[config.mk]
export PLATFORM = sky130hd
export DESIGN_NAME = rrl_ring_router
export DESIGN_NICKNAME = d
export VERILOG_FILES = /design/src/rtl/rrl_pkg.sv /design/src/rtl/rrl_frame_track.sv /design/src/rtl/rrl_port_ctrl.sv /design/src/rtl/rrl_ring_stage.sv /design/src/rtl/rrl_ring_router.sv
export SDC_FILE = /design/constraint.sdc
export NUM_CORES = 1
export LEC_CHECK = 0
export CAP_MARGIN = 20
export CORE_UTILIZATION = 40
export CTS_CLUSTER_DIAMETER = 60
export CTS_CLUSTER_SIZE = 20
export DETAILED_ROUTE_END_ITERATION = 6
export PLACE_DENSITY = 0.79
export SETUP_SLACK_MARGIN = 0.4
export SYNTH_ARGS = -nofsm -noshare
export SYNTH_HDL_FRONTEND = slang
export SYNTH_SLANG_ARGS = --single-unit
[constraint.sdc]
create_clock -name clk -period 3.6 [get_ports clk]
set_clock_uncertainty 0.1 [all_clocks]
set_input_delay 0.72 -clock clk [delete_from_list [all_inputs] [get_ports clk]]
set_output_delay 0.72 -clock clk [all_outputs]
set_load 0.01 [all_outputs]
[src/rtl/rrl_pkg.sv]
package rrl_pkg;

   localparam int MAX_PORTS = 4;

   typedef enum logic [1:0] {
      LM_AUTO      = 2'b00,
      LM_AUTOCLOSE = 2'b01,
      LM_OPEN      = 2'b10,
      LM_SHUT      = 2'b11
   } loop_mode_e;

   // open/closed decision for one port from its mode, link and sticky flag
   function automatic logic want_open(loop_mode_e mode, logic link, logic hold);
      logic res;
      case (mode)
         LM_AUTO:      res = link;
         LM_AUTOCLOSE: res = link & ~hold;
         LM_OPEN:      res = 1'b1;
         default:      res = 1'b0;
      endcase
      return res;
   endfunction

endpackage

[src/rtl/rrl_frame_track.sv]
module rrl_frame_track (
   input  logic clk,
   input  logic rst_n,
   input  logic beat_valid,
   input  logic beat_last,
   output logic in_frame
);

   always_ff @(posedge clk or negedge rst_n) begin
      if (!rst_n) begin
         in_frame <= 1'b0;
      end else if (beat_valid) begin
         in_frame <= ~beat_last;
      end
   end

endmodule

[src/rtl/rrl_port_ctrl.sv]
module rrl_port_ctrl
   import rrl_pkg::*;
#(
   parameter bit AVAILABLE = 1'b1
) (
   input  logic       clk,
   input  logic       rst_n,
   input  loop_mode_e mode,
   input  logic       wr_en,
   input  loop_mode_e wr_mode,
   input  logic       link,
   input  logic       arr_valid,
   input  logic       arr_last,
   input  logic       rx_valid,
   input  logic       rx_last,
   output logic       open_q
);

   logic       arr_busy;
   logic       rx_busy;
   logic       hold_q;
   logic       hold_d;
   logic       want;
   logic       idle;
   loop_mode_e next_mode;

   rrl_frame_track u_arr_trk (
      .clk        (clk),
      .rst_n      (rst_n),
      .beat_valid (arr_valid),
      .beat_last  (arr_last),
      .in_frame   (arr_busy)
   );

   rrl_frame_track u_rx_trk (
      .clk        (clk),
      .rst_n      (rst_n),
      .beat_valid (rx_valid),
      .beat_last  (rx_last),
      .in_frame   (rx_busy)
   );

   // sticky closure of the automatic-close mode
   always_comb begin
      next_mode = wr_en ? wr_mode : mode;
      if (next_mode != LM_AUTOCLOSE) begin
         hold_d = 1'b0;
      end else if (!link) begin
         hold_d = 1'b1;
      end else if (wr_en) begin
         hold_d = 1'b0;
      end else begin
         hold_d = hold_q;
      end
   end

   assign want = AVAILABLE & want_open(mode, link, hold_q);
   assign idle = ~arr_busy & ~rx_busy & ~arr_valid & ~rx_valid;

   always_ff @(posedge clk or negedge rst_n) begin
      if (!rst_n) begin
         hold_q <= 1'b0;
         open_q <= 1'b0;
      end else begin
         hold_q <= hold_d;
         if (idle) begin
            open_q <= want;
         end
      end
   end

endmodule

[src/rtl/rrl_ring_stage.sv]
module rrl_ring_stage #(
   parameter int DW = 8
) (
   input  logic          open,
   input  logic          arr_valid,
   input  logic [DW-1:0] arr_data,
   input  logic          arr_last,
   input  logic          rx_valid,
   input  logic [DW-1:0] rx_data,
   input  logic          rx_last,
   output logic          tx_valid,
   output logic [DW-1:0] tx_data,
   output logic          tx_last,
   output logic          nxt_valid,
   output logic [DW-1:0] nxt_data,
   output logic          nxt_last
);

   always_comb begin
      if (open) begin
         tx_valid  = arr_valid;
         tx_data   = arr_data;
         tx_last   = arr_last;
         nxt_valid = rx_valid;
         nxt_data  = rx_data;
         nxt_last  = rx_last;
      end else begin
         tx_valid  = 1'b0;
         tx_data   = '0;
         tx_last   = 1'b0;
         nxt_valid = arr_valid;
         nxt_data  = arr_data;
         nxt_last  = arr_last;
      end
   end

endmodule

[src/rtl/rrl_ring_router.sv]
module rrl_ring_router
   import rrl_pkg::*;
#(
   parameter int       NPORT      = 4,
   parameter int       DW         = 8,
   parameter bit [3:0] AVAIL_MASK = 4'b1111
) (
   input  logic                  clk,
   input  logic                  rst_n,
   input  logic                  cfg_we,
   input  logic [2*NPORT-1:0]    cfg_wdata,
   output logic [2*NPORT-1:0]    cfg_rdata,
   input  logic [NPORT-1:0]      link_up,
   input  logic [NPORT-1:0]      rx_valid,
   input  logic [NPORT*DW-1:0]   rx_data,
   input  logic [NPORT-1:0]      rx_last,
   output logic [NPORT-1:0]      tx_valid,
   output logic [NPORT*DW-1:0]   tx_data,
   output logic [NPORT-1:0]      tx_last,
   output logic                  pu_in_valid,
   output logic [DW-1:0]         pu_in_data,
   output logic                  pu_in_last,
   input  logic                  pu_out_valid,
   input  logic [DW-1:0]         pu_out_data,
   input  logic                  pu_out_last,
   output logic [NPORT-1:0]      stat_open,
   output logic [NPORT-1:0]      stat_link
);

   localparam int CFGW  = 2 * NPORT;
   localparam int NLINK = NPORT + 1;

   // elaboration-time parameter checks
   generate
      if (NPORT < 2 || NPORT > MAX_PORTS) begin : g_bad_nport
         $error("rrl_ring_router: NPORT must lie in 2..4");
      end
      if (DW < 1) begin : g_bad_dw
         $error("rrl_ring_router: DW must be at least 1");
      end
      if (AVAIL_MASK[0] != 1'b1) begin : g_bad_mask
         $error("rrl_ring_router: port 0 must be available");
      end
   endgenerate

   logic [CFGW-1:0] cfg_q;
   logic [NPORT-1:0] open_vec;

   // ring links: index 0 feeds the processing unit, 1 leaves it,
   // k+1 leaves port k for k >= 1, NPORT arrives at port 0
   logic          lk_valid [NLINK];
   logic [DW-1:0] lk_data  [NLINK];
   logic          lk_last  [NLINK];

   logic          st_valid [NPORT];
   logic [DW-1:0] st_data  [NPORT];
   logic          st_last  [NPORT];

   always_ff @(posedge clk or negedge rst_n) begin
      if (!rst_n) begin
         cfg_q     <= '0;
         stat_link <= '0;
      end else begin
         if (cfg_we) begin
            cfg_q <= cfg_wdata;
         end
         stat_link <= link_up;
      end
   end

   assign cfg_rdata = cfg_q;
   assign stat_open = open_vec;

   assign lk_valid[1] = pu_out_valid;
   assign lk_data[1]  = pu_out_data;
   assign lk_last[1]  = pu_out_last;

   genvar k;
   generate
      for (k = 0; k < NPORT; k++) begin : g_port
         localparam int AI = (k == 0) ? NPORT : k;
         localparam int NI = (k == 0) ? 0 : k + 1;

         rrl_port_ctrl #(
            .AVAILABLE (AVAIL_MASK[k])
         ) u_ctrl (
            .clk       (clk),
            .rst_n     (rst_n),
            .mode      (loop_mode_e'(cfg_q[2*k +: 2])),
            .wr_en     (cfg_we),
            .wr_mode   (loop_mode_e'(cfg_wdata[2*k +: 2])),
            .link      (link_up[k]),
            .arr_valid (lk_valid[AI]),
            .arr_last  (lk_last[AI]),
            .rx_valid  (rx_valid[k]),
            .rx_last   (rx_last[k]),
            .open_q    (open_vec[k])
         );

         rrl_ring_stage #(
            .DW (DW)
         ) u_stage (
            .open      (open_vec[k]),
            .arr_valid (lk_valid[AI]),
            .arr_data  (lk_data[AI]),
            .arr_last  (lk_last[AI]),
            .rx_valid  (rx_valid[k]),
            .rx_data   (rx_data[k*DW +: DW]),
            .rx_last   (rx_last[k]),
            .tx_valid  (st_valid[k]),
            .tx_data   (st_data[k]),
            .tx_last   (st_last[k]),
            .nxt_valid (lk_valid[NI]),
            .nxt_data  (lk_data[NI]),
            .nxt_last  (lk_last[NI])
         );

         always_ff @(posedge clk or negedge rst_n) begin
            if (!rst_n) begin
               tx_valid[k]          <= 1'b0;
               tx_data[k*DW +: DW]  <= '0;
               tx_last[k]           <= 1'b0;
            end else begin
               tx_valid[k]          <= st_valid[k];
               tx_data[k*DW +: DW]  <= st_data[k];
               tx_last[k]           <= st_last[k];
            end
         end
      end
   endgenerate

   always_ff @(posedge clk or negedge rst_n) begin
      if (!rst_n) begin
         pu_in_valid <= 1'b0;
         pu_in_data  <= '0;
         pu_in_last  <= 1'b0;
      end else begin
         pu_in_valid <= lk_valid[0];
         pu_in_data  <= lk_data[0];
         pu_in_last  <= lk_last[0];
      end
   end

endmodule

* After elaboration in Yosys (flattened, before gate mapping)
Index checks and enable logic that the tools add are counted.
** Cells by class
- Equal/unequal tests :: 16
- Muxes and demuxes :: 41
- Bitwise logic cells :: 44
- Reduce and logical (&&, ||, !) cells :: 4
** Operators by type and width (count)
- 2-to-1 mux 8 bit :: 8
- NOT 1 bit :: 28
- 2-to-1 mux 1 bit :: 25
- bitwise AND 1 bit :: 16
- inequality test 3 x 2 -> 1 bit (second input constant) :: 4
- case mux 1 bit (3 select lines) :: 4
- equality test 2 x 1 -> 1 bit (second input constant) :: 4
- equality test 2 bit (second input constant) :: 4
- logical NOT 2 bit :: 4
- 2-to-1 mux 2 bit :: 4
- inequality test 2 x 1 -> 1 bit (second input constant) :: 4
** Word-level totals
- Bits in registers :: 78
- Output and inout bits :: 66
- Logic and storage cells :: 138

* Longest topological paths before layout
- Depth after elaboration :: 6
- Gate-level depth with buffers :: 5
- Mapped depth without buffers :: 4

* Hierarchy
A second synthesis with hierarchy kept.
** Second synthesis, totals
- Cells, all modules :: 227
- Area total of the unflattened synthesis :: 3359.5 um^2
** Modules (own cells, without submodules)
- rrl_ring_router :: times used 1, cells an instance 71, area an instance 1682.9 um^2, seq. area each 1551.5 um^2
- rrl_ring_stage :: times used 4, cells an instance 22, area an instance 229.0 um^2, seq. area each 0.0 um^2
- rrl_port_ctrl :: times used 4, cells an instance 11, area an instance 112.6 um^2, seq. area each 50.0 um^2
- rrl_frame_track :: times used 8, cells an instance 3, area an instance 38.8 um^2, seq. area each 25.0 um^2

* Least setup slack after synthesis
No wires, ideal clock.
- Kind :: input -> register
- From :: in rx_data[10]
- To :: reg pu_in_data[2]
- Setup time :: 0.125 ns
- Arrival :: 1.472 ns
- Slack :: 1.903 ns
- Cell stages on the path :: 4
- Buffers on the path :: 0
- Cell sequence :: mux2_2 -> mux2i_1 -> o21ai_0 -> mux2_2
** On the way
- Word-level cells in the longest chain between the ends :: 4
** Ends and longest elaborated chain
- start, declared :: line rrl_ring_router.sv:15 : input logic [NPORT*DW-1:0] rx_data,
- 2-to-1 mux 8 bit (4 in series) :: line rrl_ring_stage.sv:20 : if (open) begin
- named net g_port[0].u_stage.nxt_data[2] :: line rrl_ring_stage.sv:15 : output logic [DW-1:0] nxt_data,
- end signal, assigned :: line rrl_ring_router.sv:139 : pu_in_data <= lk_data[0];
- end, declared :: line rrl_ring_router.sv:21 : output logic [DW-1:0] pu_in_data,
The timed path passes the listed nets, and every way through them passes these cells.
A chain may end at the register's enable or synchronous reset.

* Worst setup path after layout
- From :: reg g_port[3].u_ctrl.open_q
- To :: out stat_open[3]
** RTL lines
- start, declared :: line rrl_port_ctrl.sv:16 : output logic open_q
- start signal, assigned :: line rrl_port_ctrl.sv:67 : open_q <= want;
- end, declared :: line rrl_ring_router.sv:26 : output logic [NPORT-1:0] stat_open,
No word-level cell between the ends.

==> flow_summary.toml <==
[run_status]
status = "complete, no violations"

[cells_and_area]
final_nets = 443
insertedDiodeCount = 0
final_cells = 485
nFillCells = 650
seq_area_sq_mm = 0.001952
final_layout_size_suffix_gt1_share_pct = 15.14
multi_input_area_sq_mm = 0.001132
area_growth_syn_to_layout_pct = 49.14

[placement]
pre_cts_slack_ps = 1206
io_buffers = 130
hpwl_mm = 5.193
gp_congestion = 0.8116
placedCellCount = 469

[sta]
slew_viol_final = 0
finalCritPeriodShare_pct = 76.85
slew_headroom_pct = 36.66
grt_setup_unrepaired = "no"
worst_slack_ps = 833.6
min_period_ps = 2766
fin_tns_setup_ps = 0
setup-violations-final = 0
max_slew.worst_pin.slew_ps = 950.2
hold_viol_final = 0
max_freq_ghz = 0.3615

[global_routing]
grt_antenna_before_repair = 0
grtUsageTotal_pct = 18.68
grt_max_degree = 79
first_global_vias = 2448
overflow = 0
grt_pass1_wl_mm = 11.86

[power]
p_clk_share_pct = 22.3
switchingPower_uw = 1051
pwr-share-comb_pct = 38.3
max-vdd-ir-drop_uv = 258.4
p_int_uw = 2304
finalPower_uw = 3355
swShare_pct = 31.32
leakage_uw = 0.002071
powerDensity_mw_per_mm2 = 699.6
p_seq_share_pct = 39.4

[floorplan]
die_h_um = 91.66
placeableCoreArea_sq_mm = 0.007767
rows = 32
initial_core_util_pct = 41.40
fp.dieW_um = 91.66
dieArea_sq_mm = 0.008402
pin_count = 131

[route]
drc_errors = 0
via_per_inst = 4.660
drt_iter0_drc = 65
firstDrtPassIters = 4
ant_nets = 0
wire_per_inst_um = 14.76
wl_mm = 7.161
dr_total_vias = 2260

[worst_setup_path]
cpMaxStageDelayCell = "dfrtp_1"
worst_setup_path_start_kind = "flip-flop"
critPathTopFamily = "flip-flops"
crit_chain = "clkdlybuf4s50_1"
max_stage_delay_ps = 900
crit_type = "reg -> out"
cp.required_ps = 2780
crit_fanout = 26
critPathArrivalTime_ps = 1950
worst_setup_path_end_kind = "primary output"
critPathBufInv = 1

[yosys]
synth.distinct_cells = 32
async_reset_ff_share_pct = 100.0
netlist_instances = 250
synth_edf_count = 0
syn_area_sq_mm = 0.003216
yosys_warnings = 0
synth_fp_nets = 315
synth_top_flop_cell = "dfrtp_1"
ys_seq_elements = 78
synthTopCellsByArea = "dfrtp_1, mux2_2, and2_1, mux2i_4, mux2_4"
synth.largest_area_cell = "dfrtp_1"
synthTopCellsByCount = "dfrtp_1, and2_1, mux2_2, o21ai_0, nand2_1"
yosysSeqAreaShare_pct = 60.70
synth.most_common_cell = "dfrtp_1"
syn_area_per_cell_sq_um = 12.86
synth_top_area_share_pct = 60.70

[clocking]
cts.sinks = 78
clockBufferDepth = 2
root_buffer = "clkbuf_8"
clk_latency_ps = 350
cts_buffers = 9
hold_buffers = 0
clkTransAtPathRegs_ps = 80
ctsResizeCount = 0
htree_levels = 3
cts_tree = "yes"
cts_setup_buffers = 0

[min_path]
hold_path.class = "reg -> reg"

[job]
maxCapViolations = 0
-- flip-flops by register name, summed over array words and instances (netlist names) --
name / cells
cfg_rdata: 8
g_port.u_ctrl.hold_q: 4
g_port.u_ctrl.open_q: 4
g_port.u_ctrl.u_arr_trk.in_frame: 4
g_port.u_ctrl.u_rx_trk.in_frame: 4
pu_in_data: 8
pu_in_last: 1
pu_in_valid: 1
stat_link: 4
tx_data: 32
tx_last: 4
tx_valid: 4
-- logic make-up after synthesis --
logic type             after synthesis  share of synthesized area, %
buffers and inverters               26                         4.086
muxes                               38                         15.60
DFF                                 78                         60.70
and+or+nand+nor                     70                         11.91
AOI/OAI and AO/OA                   38                         7.704
-- area by class of cell --
| cell class | count | share of cell area, % |
|---|---|---|
| Tap cell | 102 | 2.661 |
| Inverter | 13 | 1.122 |
| Sequential cell | 78 | 40.70 |
| Timing Repair Buffer | 130 | 27.08 |
| Clock buffer | 10 | 2.870 |
| Clock inverter | 6 | 1.957 |
| Multi-Input combinational cell | 146 | 23.61 |
-- final timing paths --
kind | depth (start not counted) | startpoint | to | slack (ps)
max | 1 | g_port[3].u_ctrl.open_q | stat_open[3] | 830
min | 1 | g_port[1].u_ctrl.u_arr_trk.in_frame | g_port[1].u_ctrl.u_arr_trk.in_frame | 390
max reg2reg | 4 | g_port[1].u_ctrl.open_q | pu_in_data[2] | 1430
min reg2reg | 1 | g_port[1].u_ctrl.u_arr_trk.in_frame | g_port[1].u_ctrl.u_arr_trk.in_frame | 390
max in group asynchronous | 1 | rst_n | stat_link[1] | 2380
min in group asynchronous | 1 | rst_n | tx_data[27] | 410
-- metrics by stage --
step | hold WS [ps] | utilization [%] | instance area [sq um]
2_1_floorplan | 324.4 | - | 3216
3_3_place_gp | 365.8 | 58.76 | 4564
3_5_place_dp | 382.1 | 58.76 | 4564
4_1_cts | 400.5 | 61.74 | 4796
5_1_grt | 428.0 | 61.74 | 4796
6_report | 394.2 | 61.74 | 4796
-- power groups by stage --
stage	Combinational, uW	Sequential, uW	Clock (uW)
after floorplan	629	1360	0
after global placement	1280	1340	0
after detailed placement	1300	1340	0
after CTS	1310	1330	765
after global routing	1390	1360	808
final	1290	1320	747
-- metal layers --
| metal | GRT usage [%] | up-vias | wire length [um] |
|---|---|---|---|
| li1 | - | 1101 | - |
| met1 | 22.42 | 1066 | 2897 |
| met2 | 31.83 | 87 | 3627 |
| met3 | 6.716 | 6 | 564 |
| met4 | 4.762 | 0 | 72 |
| met5 | 0 | - | 0 |
-- layout by cell type, fill, tap and decap left out, drive strengths merged, types with 3 or more instances in the layout --
cell type / Yosys / routed
clkdlybuf4s50: 0 / 129
dfrtp: 78 / 78
and2: 26 / 26
mux2: 26 / 26
o21ai: 23 / 23
nand2: 16 / 16
nor2: 15 / 15
mux2i: 12 / 12
inv: 10 / 11
clkbuf: 5 / 10
clkinv: 3 / 5
nand2b: 4 / 4
o211ai: 4 / 4
and3b: 4 / 4
a31oi: 3 / 3
a21oi: 3 / 3
nor4: 3 / 3
Power figures use the tool's default switching activity.
